[config.mk]
export PLATFORM = sky130hd
export DESIGN_NAME = modulo_timer
export DESIGN_NICKNAME = d
export VERILOG_FILES = /design/src/rtl/timer_pkg.sv /design/src/rtl/tick_gen.sv /design/src/rtl/count_core.sv /design/src/rtl/ovf_flag.sv /design/src/rtl/modulo_timer.sv
export SDC_FILE = /design/constraint.sdc
export NUM_CORES = 1
export LEC_CHECK = 0
export BUFFER_PORTS_ARGS = -buffer_cell sky130_fd_sc_hd__buf_2
export CAP_MARGIN = 20
export CORE_MARGIN = 4
export CORE_UTILIZATION = 58
export CTS_CLUSTER_SIZE = 14
export DETAILED_ROUTE_END_ITERATION = 8
export HOLD_SLACK_MARGIN = 0.02
export PLACE_DENSITY_LB_ADDON = 0.12
export SLEW_MARGIN = 5
export SYNTH_ARGS = -nofsm -noshare
export SYNTH_HDL_FRONTEND = slang
export SYNTH_SLANG_ARGS = --single-unit
[constraint.sdc]
create_clock -name clk -period 2.7 [get_ports clk]
set_input_delay 0.135 -clock clk [delete_from_list [all_inputs] [get_ports clk]]
set_output_delay 0.135 -clock clk [all_outputs]
set_load 0.05 [all_outputs]
[src/rtl/timer_pkg.sv]
package timer_pkg;
   typedef enum logic [1:0] {
      REG_CTRL  = 2'd0,
      REG_COUNT = 2'd1,
      REG_MOD   = 2'd2
   } reg_sel_e;

   localparam int FLAG_BIT = 7;
   localparam int IE_BIT   = 6;
   localparam int HALT_BIT = 5;
   localparam int CLR_BIT  = 4;
endpackage

[src/rtl/tick_gen.sv]
module tick_gen #(
   parameter int SEL_W       = 3,
   parameter int SYNC_STAGES = 2
) (
   input  logic             clk,
   input  logic             rst_n,
   input  logic             clr,
   input  logic [SEL_W-1:0] sel,
   input  logic             ext_in,
   output logic             tick
);
   localparam int DIV_TAPS = (1 << SEL_W) - 1;
   localparam int PRE_W    = DIV_TAPS - 1;

   if (SEL_W < 2 || SEL_W > 4) begin : g_bad_sel
      $error("tick_gen: SEL_W must lie in 2..4");
   end
   if (SYNC_STAGES < 2) begin : g_bad_sync
      $error("tick_gen: SYNC_STAGES must be at least 2");
   end

   logic [PRE_W-1:0]     pre_q;
   logic [SYNC_STAGES:0] sh_q;
   logic                 ext_edge;
   logic [DIV_TAPS:0]    taps;

   always_ff @(posedge clk or negedge rst_n) begin
      if (!rst_n)   pre_q <= '0;
      else if (clr) pre_q <= '0;
      else          pre_q <= pre_q + 1'b1;
   end

   always_ff @(posedge clk or negedge rst_n) begin
      if (!rst_n) sh_q <= '0;
      else        sh_q <= {sh_q[SYNC_STAGES-1:0], ext_in};
   end

   assign ext_edge = sh_q[SYNC_STAGES-1] & ~sh_q[SYNC_STAGES];

   genvar g;
   for (g = 0; g < DIV_TAPS; g++) begin : g_tap
      if (g == 0) begin : g_div1
         assign taps[g] = 1'b1;
      end else begin : g_divn
         assign taps[g] = &pre_q[g-1:0];
      end
   end
   assign taps[DIV_TAPS] = ext_edge;

   assign tick = ~clr & taps[sel];

   AST_PRE_CLEAR: assert property (@(posedge clk) disable iff (!rst_n)
      clr |=> (pre_q == '0));
   AST_EXT_SINGLE: assert property (@(posedge clk) disable iff (!rst_n)
      ext_edge |=> !ext_edge);
endmodule

[src/rtl/count_core.sv]
module count_core #(
   parameter int CNT_W = 16
) (
   input  logic             clk,
   input  logic             rst_n,
   input  logic             tick,
   input  logic             halt,
   input  logic             clr,
   input  logic [CNT_W-1:0] modulo,
   output logic [CNT_W-1:0] count,
   output logic             hit
);
   logic             advance;
   logic             at_mod;
   logic [CNT_W-1:0] nxt;

   assign advance = tick & ~halt & ~clr;
   assign at_mod  = (count == modulo);
   assign nxt     = at_mod ? '0 : count + 1'b1;
   assign hit     = advance && (nxt == modulo);

   always_ff @(posedge clk or negedge rst_n) begin
      if (!rst_n)       count <= '0;
      else if (clr)     count <= '0;
      else if (advance) count <= nxt;
   end

   AST_CLR_ZERO: assert property (@(posedge clk) disable iff (!rst_n)
      clr |=> (count == '0));
   AST_HALT_HOLD: assert property (@(posedge clk) disable iff (!rst_n)
      (halt && !clr) |=> (count == $past(count)));
   AST_WRAP: assert property (@(posedge clk) disable iff (!rst_n)
      (advance && at_mod) |=> (count == '0));
   AST_STEP: assert property (@(posedge clk) disable iff (!rst_n)
      (advance && !at_mod) |=> (count == $past(count) + 1'b1));
endmodule

[src/rtl/ovf_flag.sv]
module ovf_flag (
   input  logic clk,
   input  logic rst_n,
   input  logic hit,
   input  logic rd_ctrl,
   input  logic wr_ctrl,
   input  logic wr_flag_bit,
   output logic flag
);
   logic armed;

   always_ff @(posedge clk or negedge rst_n) begin
      if (!rst_n) begin
         flag  <= 1'b0;
         armed <= 1'b0;
      end else if (hit) begin
         flag  <= 1'b1;
         armed <= 1'b0;
      end else if (wr_ctrl) begin
         if (armed && !wr_flag_bit) flag <= 1'b0;
         armed <= 1'b0;
      end else if (rd_ctrl && flag) begin
         armed <= 1'b1;
      end
   end

   AST_HIT_SETS: assert property (@(posedge clk) disable iff (!rst_n)
      hit |=> flag);
   AST_ONE_KEEPS: assert property (@(posedge clk) disable iff (!rst_n)
      (flag && wr_ctrl && wr_flag_bit) |=> flag);
   AST_UNARMED_KEEPS: assert property (@(posedge clk) disable iff (!rst_n)
      (flag && !armed && wr_ctrl) |=> flag);
   AST_NO_SPONTANEOUS: assert property (@(posedge clk) disable iff (!rst_n)
      (!flag && !hit) |=> !flag);
endmodule

[src/rtl/modulo_timer.sv]
module modulo_timer
   import timer_pkg::*;
#(
   parameter int CNT_W       = 16,
   parameter int SEL_W       = 3,
   parameter int SYNC_STAGES = 2
) (
   input  logic             clk,
   input  logic             rst_n,
   input  logic             wr_en,
   input  logic             rd_en,
   input  logic [1:0]       addr,
   input  logic [CNT_W-1:0] wdata,
   output logic [CNT_W-1:0] rdata,
   input  logic             ext_clk,
   output logic             irq
);
   if (CNT_W < 8 || CNT_W > 32) begin : g_bad_width
      $error("modulo_timer: CNT_W must lie in 8..32");
   end
   if (SEL_W > CLR_BIT) begin : g_bad_sel
      $error("modulo_timer: SEL_W overlaps the control bits");
   end

   logic             ie_q;
   logic             halt_q;
   logic [SEL_W-1:0] sel_q;
   logic [CNT_W-1:0] mod_q;
   logic [CNT_W-1:0] count;
   logic             wr_ctrl;
   logic             rd_ctrl;
   logic             clr_cmd;
   logic             tick;
   logic             hit;
   logic             flag;

   assign wr_ctrl = wr_en && (addr == REG_CTRL);
   assign rd_ctrl = rd_en && (addr == REG_CTRL);
   assign clr_cmd = wr_ctrl && wdata[CLR_BIT];

   always_ff @(posedge clk or negedge rst_n) begin
      if (!rst_n) begin
         ie_q   <= 1'b0;
         halt_q <= 1'b1;
         sel_q  <= '0;
         mod_q  <= '1;
      end else if (wr_en) begin
         if (addr == REG_CTRL) begin
            ie_q   <= wdata[IE_BIT];
            halt_q <= wdata[HALT_BIT];
            sel_q  <= wdata[SEL_W-1:0];
         end else if (addr == REG_MOD) begin
            mod_q  <= wdata;
         end
      end
   end

   tick_gen #(.SEL_W(SEL_W), .SYNC_STAGES(SYNC_STAGES)) u_tick (
      .clk   (clk),
      .rst_n (rst_n),
      .clr   (clr_cmd),
      .sel   (sel_q),
      .ext_in(ext_clk),
      .tick  (tick)
   );

   count_core #(.CNT_W(CNT_W)) u_count (
      .clk   (clk),
      .rst_n (rst_n),
      .tick  (tick),
      .halt  (halt_q),
      .clr   (clr_cmd),
      .modulo(mod_q),
      .count (count),
      .hit   (hit)
   );

   ovf_flag u_flag (
      .clk        (clk),
      .rst_n      (rst_n),
      .hit        (hit),
      .rd_ctrl    (rd_ctrl),
      .wr_ctrl    (wr_ctrl),
      .wr_flag_bit(wdata[FLAG_BIT]),
      .flag       (flag)
   );

   always_comb begin
      rdata = '0;
      case (addr)
         REG_CTRL: begin
            rdata[FLAG_BIT]  = flag;
            rdata[IE_BIT]    = ie_q;
            rdata[HALT_BIT]  = halt_q;
            rdata[SEL_W-1:0] = sel_q;
         end
         REG_COUNT: rdata = count;
         REG_MOD:   rdata = mod_q;
         default:   rdata = '0;
      endcase
   end

   assign irq = flag & ie_q;

   AST_PARK_ZERO: assert property (@(posedge clk) disable iff (!rst_n)
      (clr_cmd && wdata[HALT_BIT]) |=> (count == '0));
   AST_CLR_KEEPS_MOD: assert property (@(posedge clk) disable iff (!rst_n)
      (clr_cmd) |=> (mod_q == $past(mod_q)));
endmodule

* After elaboration in Yosys (flattened, before gate mapping) *
Cells that the tools add are included.

operators by class
  add/sub/neg operators = 2
  bitwise logic cells = 9
  reduce and logical (&&, ||, !) cells = 20
  $lt $le $gt $ge = 1
  mux-type cells = 16
  equal/unequal tests = 4

operator list
  kind                                                                   number
  16-bit two-way mux                                                     3
  16-bit == test                                                         2
  3-bit case mux with 3 select lines                                     2
  16-bit by 1-bit adder with 16-bit output (second input constant)       1
  8-bit case mux with 2 select lines                                     1
  1-bit two-way mux                                                      7
  6-bit by 1-bit adder with 6-bit output (second input constant)         1
  1-bit logical AND                                                      6
  6-bit two-way mux                                                      1
  2-bit AND reduction                                                    3
  3-bit AND reduction                                                    2
  6-bit AND reduction                                                    1
  2-bit nonzero test                                                     3
  1-bit bitwise AND                                                      5
  5-bit AND reduction                                                    1
  3-bit by 4-bit < comparator with 1-bit output (second input constant)  1
  1-bit NOT                                                              4
  2-bit case mux with 2 select lines                                     1
  4-bit AND reduction                                                    1
  1-bit binary-select mux with 3-bit select                              1
  3-bit nonzero test                                                     1
  2-bit by 1-bit == test with 1-bit output (second input constant)       1
  2-bit == test (second input constant)                                  1
  2-bit logical NOT                                                      1
  1-bit logical NOT                                                      1

storage, ports and cells
  register bits after elaboration = 48
  output and inout bits = 17
  word-level logic and storage cells = 61

* Longest topological paths before layout *
  depth in word-level cells = 10
  gate-level depth with buffers = 12
  gate-level depth less buffers = 10

* Hierarchy *
From an unflattened synthesis, not the netlist that was laid out.

unflattened totals
  cell total of the unflattened synthesis = 347
  area, all modules = 3385.7 sq um

modules (own cells, without submodules)
  module        sequential area each (sq um)  area an instance (sq um)  cells an instance  instances
  count_core    400.4                         1670.4                    210                1
  modulo_timer  546.8                         1198.6                    93                 1
  tick_gen      225.2                         441.7                     38                 1
  ovf_flag      50.0                          75.1                      6                  1

* Least setup slack after synthesis *
OpenSTA, ideal clock, no wires.

  path type = reg-to-reg
  start point = register u_tick.pre_q[0]
  end point = register u_count.count[11]
  cell stages (with the launch flop) = 13
  arrival time = 2343 ps
  slack = 220 ps
  period minus slack after synthesis = 2480 ps
  setup time = 137 ps
  cells stage by stage = dfrtp_1 -> ha_1 -> nand3_1 -> inv_1 -> ha_1 -> mux4_2 -> a22oi_1 -> or2_1 -> buf_2 -> buf_2 -> nor2_1 -> o21ai_1 -> o41ai_1

between the ends
  cells in the longest elaborated chain, start to end = 7
  elaborated cells between the ends (all ways) = 11
  those cells by class = mux (2); bitwise (3); reduce/logical (6)

RTL lines
  element                                            RTL line          RTL
  from (decl)                                        tick_gen.sv:22    logic [PRE_W-1:0] pre_q;
  from (signal assigned)                             tick_gen.sv:30    else pre_q <= pre_q + 1'b1;
  6-bit AND reduction, or another cell as far along  tick_gen.sv:45    assign taps[g] = &pre_q[g-1:0];
  1-bit binary-select mux with 3-bit select *        tick_gen.sv:50    assign tick = ~clr & taps[sel];
  1-bit two-way mux (not written as such) *          tick_gen.sv:50
  1-bit bitwise AND *                                tick_gen.sv:50
  1-bit bitwise AND * (2 in a row)                   count_core.sv:17  assign advance = tick & ~halt & ~clr;
  2-bit nonzero test (no line) *                     -
  to (signal assigned)                               count_core.sv:25  else if (advance) count <= nxt;
  to (decl)                                          count_core.sv:10  output logic [CNT_W-1:0] count,

Every way passes the cells marked *; elsewhere a longest branch is shown, timed or not. The select of a mux whose other input is x is not followed.
A chain may end at the register's enable or synchronous reset.

* Worst setup path in the final report *
  start point = register mod_q[0]
  end point = register u_flag.flag

between the ends
  cells in the longest elaborated chain, start to end = 6
  elaborated cells between the ends (all ways) = 8
  those cells by class = eq/ne (2); mux (2); reduce/logical (4)

RTL lines
  element                        RTL line            RTL
  from (decl)                    modulo_timer.sv:28  logic [CNT_W-1:0] mod_q;
  from (signal assigned)         modulo_timer.sv:53  mod_q <= wdata;
  16-bit == test                 count_core.sv:18    assign at_mod = (count == modulo);
  16-bit two-way mux             count_core.sv:19    assign nxt = at_mod ? '0 : count + 1'b1;
  16-bit == test *               count_core.sv:20    assign hit = advance && (nxt == modulo);
  1-bit logical AND *            count_core.sv:20
  2-bit nonzero test (no line)   -
  2-bit AND reduction (no line)  -
  to (signal assigned)           ovf_flag.sv:14      flag <= 1'b0;
  to (signal assigned)           ovf_flag.sv:17      flag <= 1'b1;
  to (signal assigned)           ovf_flag.sv:20      if (armed && !wr_flag_bit) flag <= 1'b0;
  to (decl)                      ovf_flag.sv:8       output logic flag

Every way passes the cells marked *; elsewhere a longest branch is shown, timed or not.

==> reports/metrics.cfg <==
[worst_setup_path]
cp-start-kind = flop
path_cells = xor2_1, or4_4, nor4_4, buf_4, a211oi_1, a2111oi_2, and3_1, a32o_1
critPathMaxFanout = 9
critPathTopFamily = simple AND/OR/NAND/NOR gates
worstSetupPathType = reg2reg
crit_buf_inv = 1
crit_required_ps = 2950
crit_slowest_cell = dfstp_2
worstPathArrival_ps = 2880
slowest_delay_ps = 600
setup.worst_path.end_class = flop

[global_routing]
grt_max_degree = 33
grt_use_met2_pct = 39.90
busiest_layer = met2
grt_usage_pct = 26.07
grt_use_met3_pct = 4.013
antenna_found_initial = 0
grt_pass1_vias = 2743
grtUsageMet1_pct = 38.55
grt_pass1_wl_microns = 13430
overflow = 0

[die]
fp.dieArea_sq_um = 6771
rows = 26
chipHeight_microns = 82.29
die_w_microns = 82.29
core_sq_um = 5238
initial_core_util_pct = 61.11
pin_count = 40

[logic_synthesis]
synthArstFlopShare_pct = 100.0
synth_top_area_share_pct = 24.24
syn_area_sq_um = 3201
synth_edf_count = 0
seq_area_frac_synth_pct = 38.19
synth_area_leaders = dfrtp_1 (24%), dfstp_2 (14%), mux2_2 (7.4%)
synthCells = 331
avgSynthCellArea_sq_um = 9.669
ys_warn_count = 0
synth-seq-cells = 48
syn_nets = 362
synth_top_area_cell = dfrtp_1
synthFlopType = dfrtp_1
yosysUniqueCellTypes = 57

[clock_network]
cts_tree = done
insertion_delay_ps = 310
post-cts-setup-buffers = 0
clk_pin_slew_ps = 100
cts_buffers = 5
clockRootBuffer = clkbuf_8
clock-sinks = 48
cts_buffer_depth = 2
htree_levels = 2

[flow_run]
drv_cap = 0

[placement]
dp_hpwl_microns = 6120
pre_cts_slack_ps = 145.3
gp_congestion = 0.9184
dpl_cell_area_sq_um = 3563
buffer_ports.inserted = 39

[finish]
drive_gt1_share_pct = 31.05
fin_nets = 410
multi_input_area_sq_um = 1818
antenna_cells = 0
regArea_sq_um = 1222
areaGrowthSynthToFinish_pct = 15.72
fillCellCount = 394
final_design_area_no_fill_sq_um = 3704

[routing]
drcViolationCount = 0
final_antenna_net_count = 0
first_iter_violations = 265
wl_per_cell_microns = 17.94
vias = 2794
dr.pass1.iters = 6
wl_microns = 8072
viasPerCell = 6.209

[sta]
hold_slack_ps = 58.75
fin_crit_sh_pct = 97.39
rsz0062_at_grt = no
finalSetupTns_ps = 0
layout_setup_ws_ps = 70.56
fmax_mhz = 380.3
slew_headroom_pct = 61.81
clock_skew_ps = 6.148
tightest_slew_ps = 572.9
finalMaxSlewViolations = 0
setup_viol = 0
fin_crit_ps = 2629
hold_violations = 0

[pwr]
power.density_nw_per_um2 = 672.8
p_leak_uw = 0.001558
peakVddDrop_uv = 501.8

[run_status]
status = finished clean

[worst_hold_path]
holdCritPathClass = in2reg

[metal layers]
| layer | wire, microns | up-vias |
|---|---|---|
| met5 | 0 | - |
| met4 | 125 | 0 |
| met3 | 614 | 13 |
| met2 | 3622 | 139 |
| met1 | 3709 | 1340 |
| li1 | - | 1302 |
[final cells by class]
cell class	instances	area share [%]
inverters	10	1.014
clock inverters	3	1.250
repair buffers	67	11.42
clock buffers	5	1.858
flip-flops and latches	48	33.01
multi-input cells	247	49.09
well taps	70	2.365
[logic make-up (layout without fill, tap and decap cells)]
family / after synthesis / in the layout / synth area share [%]
and+or+nand+nor: 110 / 110 / 19.66
xor gates and xnor gates: 32 / 32 / 9.187
adders and majority gates: 8 / 8 / 3.128
AOI/OAI and AO/OA: 72 / 72 / 15.64
muxes: 25 / 25 / 9.031
buffers and inverters: 36 / 85 / 5.160
DFF: 48 / 48 / 38.19
[path summary, 6_finish.rpt]
kind | startpoint | endpoint | slack [ps] | cells past startpoint
setup / recovery | mod_q[0] | u_flag.flag | 70 | 8
hold / removal | wdata[3] | mod_q[3] | 60 | 2
setup reg to reg | mod_q[0] | u_flag.flag | 70 | 8
hold reg to reg | u_tick.sh_q[0] | u_tick.sh_q[1] | 360 | 0
max in group asynchronous | rst_n | mod_q[12] | 1650 | 3
min in group asynchronous | rst_n | u_count.count[4] | 270 | 2
[synthesized netlist by cell type (2+ instances only)]
master,count
a222oi_1,6
nand2b_1,5
nor2_1,22
nand2_1,9
buf_2,8
inv_1,10
nand3_1,10
xnor2_1,22
a21oi_1,2
dfrtp_1,31
a31oi_1,3
buf_6,2
a2111oi_0,2
a22oi_1,11
nand4_1,6
and4_1,2
nor2b_1,16
clkbuf_1,14
and2_1,5
nor3_1,6
o41ai_1,3
mux2_2,21
nor3b_1,5
ha_1,8
nor4_1,6
xor2_1,9
or3_1,5
o21ai_0,19
dfstp_2,17
and3_1,5
o21ai_1,10
mux2i_1,3
a32o_1,2
o31ai_1,3
[state kept, by name, summed over array words and instances (netlist names)]
signal and cells:
sel_q 3, u_count.count 16, u_tick.pre_q 6, u_flag.armed 1, mod_q 16, u_tick.sh_q 3, ie_q 1, u_flag.flag 1
halt_q 1
[placed cells by master, fill, tap and decap left out, types with 5 or more instances in the layout]
cell      instances
buf_2            39
dfrtp_1          31
buf_4            25
nor2_1           22
xnor2_1          22
mux2_2           21
o21ai_0          19
dfstp_2          17
nor2b_1          16
a22oi_1          10
inv_1            10
nand3_1          10
o21ai_1          10
xor2_1            9
nand2_1           9
ha_1              8
a222oi_1          6
nand4_1           6
nor4_1            6
nor3_1            6
and2_1            5
and3_1            5
nor3b_1           5
nand2b_1          5
or3_1             5
clkbuf_8          5
[metrics by stage]
| step | instances | utilization [%] | total power, uW |
|---|---|---|---|
| 6_report | 450 | 70.71 | 2492 |
| 5_1_grt | 450 | 70.71 | 2635 |
| 4_1_cts | 450 | 70.62 | 2487 |
| 3_5_place_dp | 440 | 68.04 | 1938 |
| 3_3_place_gp | 440 | 68.04 | 1913 |
| 2_1_floorplan | 331 | - | 1665 |
[where the power goes]
part	switching, uW	total (uW)	internal [uW]
clock network	264	543	279
logic	464	857	393
registers	188	1090	903
total	916	2490	1580
[timing repair]
item,CTS,global route
hold buffers,2,0
resized for setup,0,1
setup endpoints to repair,0,5
hold endpoints to repair,17,0
Note: power is estimated with default switching activity, not from simulation.
